**src/rtl/tsr_pkg.sv**
```systemverilog
`timescale 1ns/1ps
package tsr_pkg;
  // Status bit positions; software decodes these.
  localparam int DIR_BIT = 7;
  localparam int RSV_BIT = 6;
  localparam int UNF_BIT = 5;
  localparam int OVF_BIT = 4;

  // Strobes passed from control to datapath each cycle.
  typedef struct packed {
    logic loadCnt;   // counter load from bus
    logic stepCnt;   // counter steps this cycle
    logic stepUp;    // direction of step, also direction flag source
    logic setOvf;    // overflow event
    logic setUnf;    // underflow event (already channel/mode gated)
    logic statRd;    // status register read
    logic statWr;    // status register write
    logic cntRd;     // counter read
  } tsrStrobe_t;
endpackage

```
**src/rtl/tsr_ctrl.sv**
```systemverilog
`timescale 1ns/1ps
module tsr_ctrl
  import tsr_pkg::*;
#(
  parameter int CHANNEL = 1,
  parameter int CNT_W   = 16
) (
  input  logic             cntTick,
  input  logic             cntUp,
  input  logic             phaseMode,
  input  logic             compPwmMode,
  input  logic             busSel,
  input  logic             busWr,
  input  logic             busRd,
  input  logic [CNT_W-1:0] cntVal,
  output tsrStrobe_t       strobe
);
  localparam logic             UNF_AVAIL = (CHANNEL == 1) || (CHANNEL == 2);
  localparam logic             PWM_AVAIL = (CHANNEL == 4);
  localparam logic [CNT_W-1:0] CNT_MAX   = '1;
  localparam logic [CNT_W-1:0] CNT_ZERO  = '0;
  localparam logic [CNT_W-1:0] CNT_ONE   = {{(CNT_W-1){1'b0}}, 1'b1};

  logic loadNow, stepNow, atMax, atZero, atOne;

  always_comb begin
    loadNow = busWr && busSel;
    stepNow = cntTick && !loadNow;
    atMax   = (cntVal == CNT_MAX);
    atZero  = (cntVal == CNT_ZERO);
    atOne   = (cntVal == CNT_ONE);
  end

  always_comb begin
    strobe         = '0;
    strobe.loadCnt = loadNow;
    strobe.stepCnt = stepNow;
    strobe.stepUp  = cntUp;
    strobe.setOvf  = stepNow && ((cntUp && atMax) ||
                                 (PWM_AVAIL && compPwmMode && !cntUp && atOne));
    strobe.setUnf  = UNF_AVAIL && phaseMode && stepNow && !cntUp && atZero;
    strobe.statRd  = busRd && !busSel;
    strobe.statWr  = busWr && !busSel;
    strobe.cntRd   = busRd && busSel;
  end
endmodule

```
**src/rtl/tsr_datapath.sv**
```systemverilog
`timescale 1ns/1ps
module tsr_datapath
  import tsr_pkg::*;
#(
  parameter int CHANNEL = 1,
  parameter int CNT_W   = 16,
  parameter int REG_W   = 8
) (
  input  logic             clk,
  input  logic             rstN,
  input  tsrStrobe_t       strobe,
  input  logic [CNT_W-1:0] wrData,
  output logic [CNT_W-1:0] cntVal,
  output logic [REG_W-1:0] statusByte,
  output logic [CNT_W-1:0] rdData
);
  localparam logic UNF_AVAIL = (CHANNEL == 1) || (CHANNEL == 2);
  localparam logic DIR_AVAIL = (CHANNEL != 0);
  localparam int   PAD_W     = CNT_W - REG_W;

  logic dirFlag, ovfFlag, unfFlag;
  logic ovfArm;

  // Counter: load wins over a step.
  always_ff @(posedge clk or negedge rstN) begin
    if (!rstN)               cntVal <= '0;
    else if (strobe.loadCnt) cntVal <= wrData;
    else if (strobe.stepCnt) cntVal <= strobe.stepUp ? cntVal + 1'b1 : cntVal - 1'b1;
  end

  // Overflow flag and its read-armed latch.
  always_ff @(posedge clk or negedge rstN) begin
    if (!rstN) begin
      ovfFlag <= 1'b0;
      ovfArm  <= 1'b0;
    end else begin
      if (strobe.setOvf)
        ovfFlag <= 1'b1;
      else if (strobe.statWr && ovfArm && !wrData[OVF_BIT])
        ovfFlag <= 1'b0;
      if (strobe.statWr)      ovfArm <= 1'b0;
      else if (strobe.statRd) ovfArm <= ovfFlag;
    end
  end

  generate
    if (DIR_AVAIL) begin : g_dir
      always_ff @(posedge clk or negedge rstN) begin
        if (!rstN) dirFlag <= 1'b1;
        else       dirFlag <= strobe.stepUp;
      end
    end else begin : g_noDir
      assign dirFlag = 1'b1;
    end

    if (UNF_AVAIL) begin : g_unf
      logic unfArm;
      always_ff @(posedge clk or negedge rstN) begin
        if (!rstN) begin
          unfFlag <= 1'b0;
          unfArm  <= 1'b0;
        end else begin
          if (strobe.setUnf)
            unfFlag <= 1'b1;
          else if (strobe.statWr && unfArm && !wrData[UNF_BIT])
            unfFlag <= 1'b0;
          if (strobe.statWr)      unfArm <= 1'b0;
          else if (strobe.statRd) unfArm <= unfFlag;
        end
      end
    end else begin : g_noUnf
      logic unusedUnf;
      assign unusedUnf = strobe.setUnf;
      assign unfFlag   = 1'b0;
    end
  endgenerate

  always_comb begin
    statusByte          = '0;
    statusByte[DIR_BIT] = dirFlag;
    statusByte[RSV_BIT] = 1'b1;
    statusByte[UNF_BIT] = unfFlag;
    statusByte[OVF_BIT] = ovfFlag;
  end

  always_comb begin
    if (strobe.cntRd)       rdData = cntVal;
    else if (strobe.statRd) rdData = {{PAD_W{1'b0}}, statusByte};
    else                    rdData = '0;
  end
endmodule

```
**src/rtl/tsr_top.sv**
```systemverilog
`timescale 1ns/1ps
module tsr_top
  import tsr_pkg::*;
#(
  parameter int CHANNEL = 1,
  parameter int CNT_W   = 16,
  parameter int REG_W   = 8
) (
  input  logic             clk,
  input  logic             rstN,
  input  logic             cntTick,
  input  logic             cntUp,
  input  logic             phaseMode,
  input  logic             compPwmMode,
  input  logic             busSel,
  input  logic             busWr,
  input  logic             busRd,
  input  logic [CNT_W-1:0] busWrData,
  output logic [CNT_W-1:0] busRdData
);
  tsrStrobe_t       strobe;
  logic [CNT_W-1:0] cntVal;
  logic [REG_W-1:0] statusByte;

  tsr_ctrl #(.CHANNEL(CHANNEL), .CNT_W(CNT_W)) u_ctrl (
    .cntTick(cntTick), .cntUp(cntUp), .phaseMode(phaseMode),
    .compPwmMode(compPwmMode), .busSel(busSel), .busWr(busWr),
    .busRd(busRd), .cntVal(cntVal), .strobe(strobe)
  );

  tsr_datapath #(.CHANNEL(CHANNEL), .CNT_W(CNT_W), .REG_W(REG_W)) u_dp (
    .clk(clk), .rstN(rstN), .strobe(strobe), .wrData(busWrData),
    .cntVal(cntVal), .statusByte(statusByte), .rdData(busRdData)
  );
endmodule

```
**config.mk**
```make
export PLATFORM = sky130hd
export DESIGN_NAME = tsr_top
export DESIGN_NICKNAME = d
export VERILOG_FILES = /design/src/rtl/tsr_pkg.sv /design/src/rtl/tsr_ctrl.sv /design/src/rtl/tsr_datapath.sv /design/src/rtl/tsr_top.sv
export SDC_FILE = /design/constraint.sdc
export NUM_CORES = 1
export LEC_CHECK = 0
export ABC_AREA = 1
export BUFFER_PORTS_ARGS = -buffer_cell sky130_fd_sc_hd__buf_2
export CORE_ASPECT_RATIO = 1.2
export CORE_MARGIN = 5
export CORE_UTILIZATION = 25
export DETAILED_ROUTE_END_ITERATION = 12
export GPL_ROUTABILITY_DRIVEN = 0
export GPL_TIMING_DRIVEN = 0
export PLACE_DENSITY = 0.49
export SLEW_MARGIN = 10
export SYNTH_ARGS = -nofsm -noshare
export SYNTH_HDL_FRONTEND = slang
export SYNTH_HIERARCHICAL = 1
export SYNTH_SLANG_ARGS = --single-unit
```
**constraint.sdc**
```tcl
create_clock -name clk -period 2 [get_ports clk]
set_input_delay 0.4 -clock clk [delete_from_list [all_inputs] [get_ports clk]]
set_output_delay 0.4 -clock clk [all_outputs]
set_load 0.005 [all_outputs]
```
== After elaboration in Yosys (flattened, before gate mapping) ==
Cells that the tools add are included.

* Input port bits: 25
* Register bits: 21
* Output and inout bits: 16

* $add $sub $neg: 2
* Reductions and logical operators: 24
* Multiplexer cells: 13
* Equality and inequality tests: 1

{| class="wikitable"
|+ Operator list
! cell !! number
|-
| 2-to-1 mux 16 bit || 4
|-
| adder 16 x 1 -> 16 bit, second input constant || 1
|-
| equality test 16 bit, second input constant || 1
|-
| zero test 16 bit || 1
|-
| subtractor 16 x 1 -> 16 bit, second input constant || 1
|-
| logical AND 1 bit || 14
|-
| 2-to-1 mux 1 bit || 8
|-
| 2-to-1 mux 8 bit || 1
|-
| nonzero test 2 bit || 4
|-
| zero test 1 bit || 5
|}

== Depth between registers and ports, before layout ==
* Depth after elaboration: 7
* Gate-level depth with buffers: 12
* Gate-level depth less buffers: 11

== Cells and area by module ==
The synthesis kept the hierarchy.

{| class="wikitable"
|+ Modules (own cells, without submodules)
! module !! area each (um2) !! cells an instance !! instances !! sequential area each (um2)
|-
| tsr_datapath || 2,010.7 || 316 || 1 || 526.8
|-
| tsr_ctrl || 195.2 || 45 || 1 || 0.0
|}

== Least setup slack after synthesis ==
No wires, ideal clock.

* Kind: input-to-reg
* From: input port cntUp
* To: register u_dp.cntVal[13]
* Slack: 69 ps
* Library setup time: 121 ps
* Stages: 10
* Arrival: 1,810 ps
* Path through: buf_4 -> inv_1 -> ha_1 -> or2_4 -> nand3_2 -> nand2_2 -> nand2_1 -> nand3_1 -> nand3_1 -> nand2_1

* Longest elaborated chain between the ends: 3

{| class="wikitable"
|+ RTL lines
! what !! RTL line !! source
|-
| start, declared || tsr_top.sv:12 || <nowiki>input logic cntUp,</nowiki>
|-
| 2-to-1 mux 16 bit (2 in series) || tsr_datapath.sv:28 || <nowiki>else if (strobe.stepCnt) cntVal <= strobe.stepUp ? cntVal + 1'b1 : cntVal - 1'b1;</nowiki>
|-
| 2-to-1 mux 16 bit || tsr_datapath.sv:27 || <nowiki>else if (strobe.loadCnt) cntVal <= wrData;</nowiki>
|-
| end signal, assigned || tsr_datapath.sv:27 ||
|-
| end signal, assigned || tsr_datapath.sv:28 ||
|-
| end, declared || tsr_datapath.sv:13 || <nowiki>output logic [CNT_W-1:0] cntVal,</nowiki>
|}

No other way between the ends. The select of a mux whose other input is x is not followed.
A chain may end at the register's enable or synchronous reset.

== Worst setup path after layout ==
* From: input port cntUp
* To: register u_dp.cntVal[12]

The elaborated chain is that of the path after synthesis.

==> impl_metrics.json <==
{
  "status": "completed",
  "grt_max_degree": 22,
  "max_cap_viol_count": 0,
  "setup_viol": 0,
  "rr_worst_depth": 10,
  "nets": 435,
  "worst-r2r-setup-slack_ns": 0.21,
  "antenna_cells": 0,
  "critical_path.max_fanout": 14,
  "slew_headroom_pct": 64.8,
  "multiInputGateArea_um2": 1460,
  "drtAntennaViolNets": 0,
  "p_leak_nw": 1.51,
  "critPathCaptureType": "flip-flop",
  "fillCellCount": 931,
  "clock-sinks": 21,
  "rsz0062_at_grt": "no",
  "syn_avg_cell_area_um2": 6.09,
  "hp-class": "in2async",
  "fp.dieArea_um2": 10500,
  "final_common_cell": "nand2_1",
  "initial_utilization_pct": 25.2,
  "timing.fmax_mhz": 534,
  "grt_use_total_pct": 12.1,
  "syn_inst": 351,
  "worst-setup-path-type": "in2reg",
  "die-width_um": 94.4,
  "h-tree-depth": 1,
  "ios": 41,
  "reg2reg_to": "u_dp/cntVal[12]$_DFFE_PN0P_",
  "period_share_pct": 93.6,
  "grt_pass1_wl_um": 10200,
  "finalNonFillerCells": 511,
  "layout-drive-gt1-share_pct": 21.6,
  "viasPerCell": 4.40,
  "fin_crit_ns": 1.87,
  "postRouteWirelength_um": 6290,
  "layout_common_cells": "nand2_1, inv_1, buf_2, nor2_1, nand3_1",
  "syn_nets": 391,
  "syn_area_um2": 2140,
  "cts_buffer_depth": 2,
  "grt_overflow": 0,
  "hold_viol": 0,
  "dr.pass1.iters": 4,
  "ctsRootBufferMaster": "clkbuf_8",
  "drt_iter0_markers": 123,
  "worst_slew_pin_slew_ns": 0.528,
  "slowest_stage": "ha_2",
  "slew_viol_final": 0,
  "fin_tns_setup_ns": 0,
  "clock_skew_ns": 0.00539,
  "r2r_start": "u_dp/cntVal[0]$_DFFE_PN0P_",
  "arrival_ns": 2.04,
  "insertion_delay_ns": 0.27,
  "row_count": 37,
  "ff_latch_area_um2": 527,
  "cp.required_ns": 2.16,
  "hold_buffers": 0,
  "path_cells": "buf_2, buf_4, clkinvlp_4, buf_12, ha_2, nand2_1, nor2_1, nand3_1, nand3_1, nand2_1, nand3_1, nand2_1",
  "final_util_pct": 31.6,
  "syn2layout_area_growth_pct": 25.3,
  "cts_buffers": 3,
  "drc_errors": 0,
  "grt_pass1_vias": 2162,
  "hpwlAfterDp_um": 5040,
  "cp_slowest_stage_delay_ns": 0.38,
  "antenna_found_initial": 0,
  "ys_warn_count": 6,
  "vias": 2247,
  "fp.dieH_um": 111,
  "cts_tree": "built",
  "p_per_area_nw_per_um2": 857,
  "ir_worst_vdd_mv": 0.188,
  "coreArea_um2": 8470,
  "startpoint_type": "primary input",
  "clk_pin_slew_ns": 0.09,
  "numPortBuffers": 39,
  "dp_cells": 507,
  "wl_per_cell_um": 12.3
}
[layout make-up]
type / instances / share of cell area [%]
plain buffers: 7 / 1.59
clock buffers: 3 / 1.54
clock inverters: 1 / 0.280
inverters: 64 / 9.10
multi-input cells: 258 / 54.3
flip-flops and latches: 21 / 19.7
well taps: 117 / 5.46
repair buffers: 40 / 8.03
[metrics by stage]
stage | total power [mW] | worst slack [ns] | hold slack, ns | instance area, um^2
after CTS | 2.17 | 0.0489 | 0.0997 | 2550
after global routing | 2.55 | 0.00340 | 0.118 | 2680
final | 2.30 | 0.127 | 0.0890 | 2680
after detailed placement | 1.85 | -0.420 | 0.402 | 2480
after floorplan | 1.53 | 0.0689 | 0.104 | 2140
after global placement | 1.84 | -0.393 | 0.404 | 2480
[routing by layer]
| metal | global-route usage [%] | routed length (um) |
|---|---|---|
| met1 | 14.5 | 2730 |
| met4 | 5.59 | 197 |
| met5 | 0 | 0 |
| met3 | 0.950 | 200 |
| met2 | 21.4 | 3160 |
[where the power goes]
part | leakage (nW) | switching, mW | internal (mW)
Sequential | 0.254 | 0.177 | 0.523
Clock | 0.0217 | 0.168 | 0.141
Combinational | 1.23 | 0.739 | 0.550
Total | 1.51 | 1.08 | 1.21
[registers in the layout (all words and copies together), names as in the netlist]
name and count:
u_dp/ovfFlag 1, u_dp/unfFlag 1, u_dp/ovfArm 1, u_dp/cntVal 16, u_dp/dirFlag 1, u_dp/g_unf.unfArm 1
[worst max-delay path, delay by kind of cell]
kind	cells	cell delay, ns
AND/OR/NAND/NOR	7	0.69
buffers and inverters	4	0.56
adder cells (fa/ha/maj)	1	0.38
[worst max-delay path by stage]
stage                from                          end  cells past startpoint
floorplan           cntUp  u_dp/cntVal[13]$_DFFE_PN0P_                     10
detailed placement  cntUp  u_dp/cntVal[13]$_DFFE_PN0P_                     12
global route        cntUp  u_dp/cntVal[12]$_DFFE_PN0P_                     12
finish              cntUp  u_dp/cntVal[12]$_DFFE_PN0P_                     12
CTS                 cntUp  u_dp/cntVal[13]$_DFFE_PN0P_                     13
global placement    cntUp  u_dp/cntVal[13]$_DFFE_PN0P_                     11
[repair_timing]
| action | in CTS | in global routing |
|---|---|---|
| buffers inserted | 1 | 0 |
| setup endpoints to repair | 9 | 6 |
| gates resized for setup | 1 | 19 |
| endpoints found under the hold margin | 0 | 0 |
Note: power is estimated with default switching activity, not from simulation.
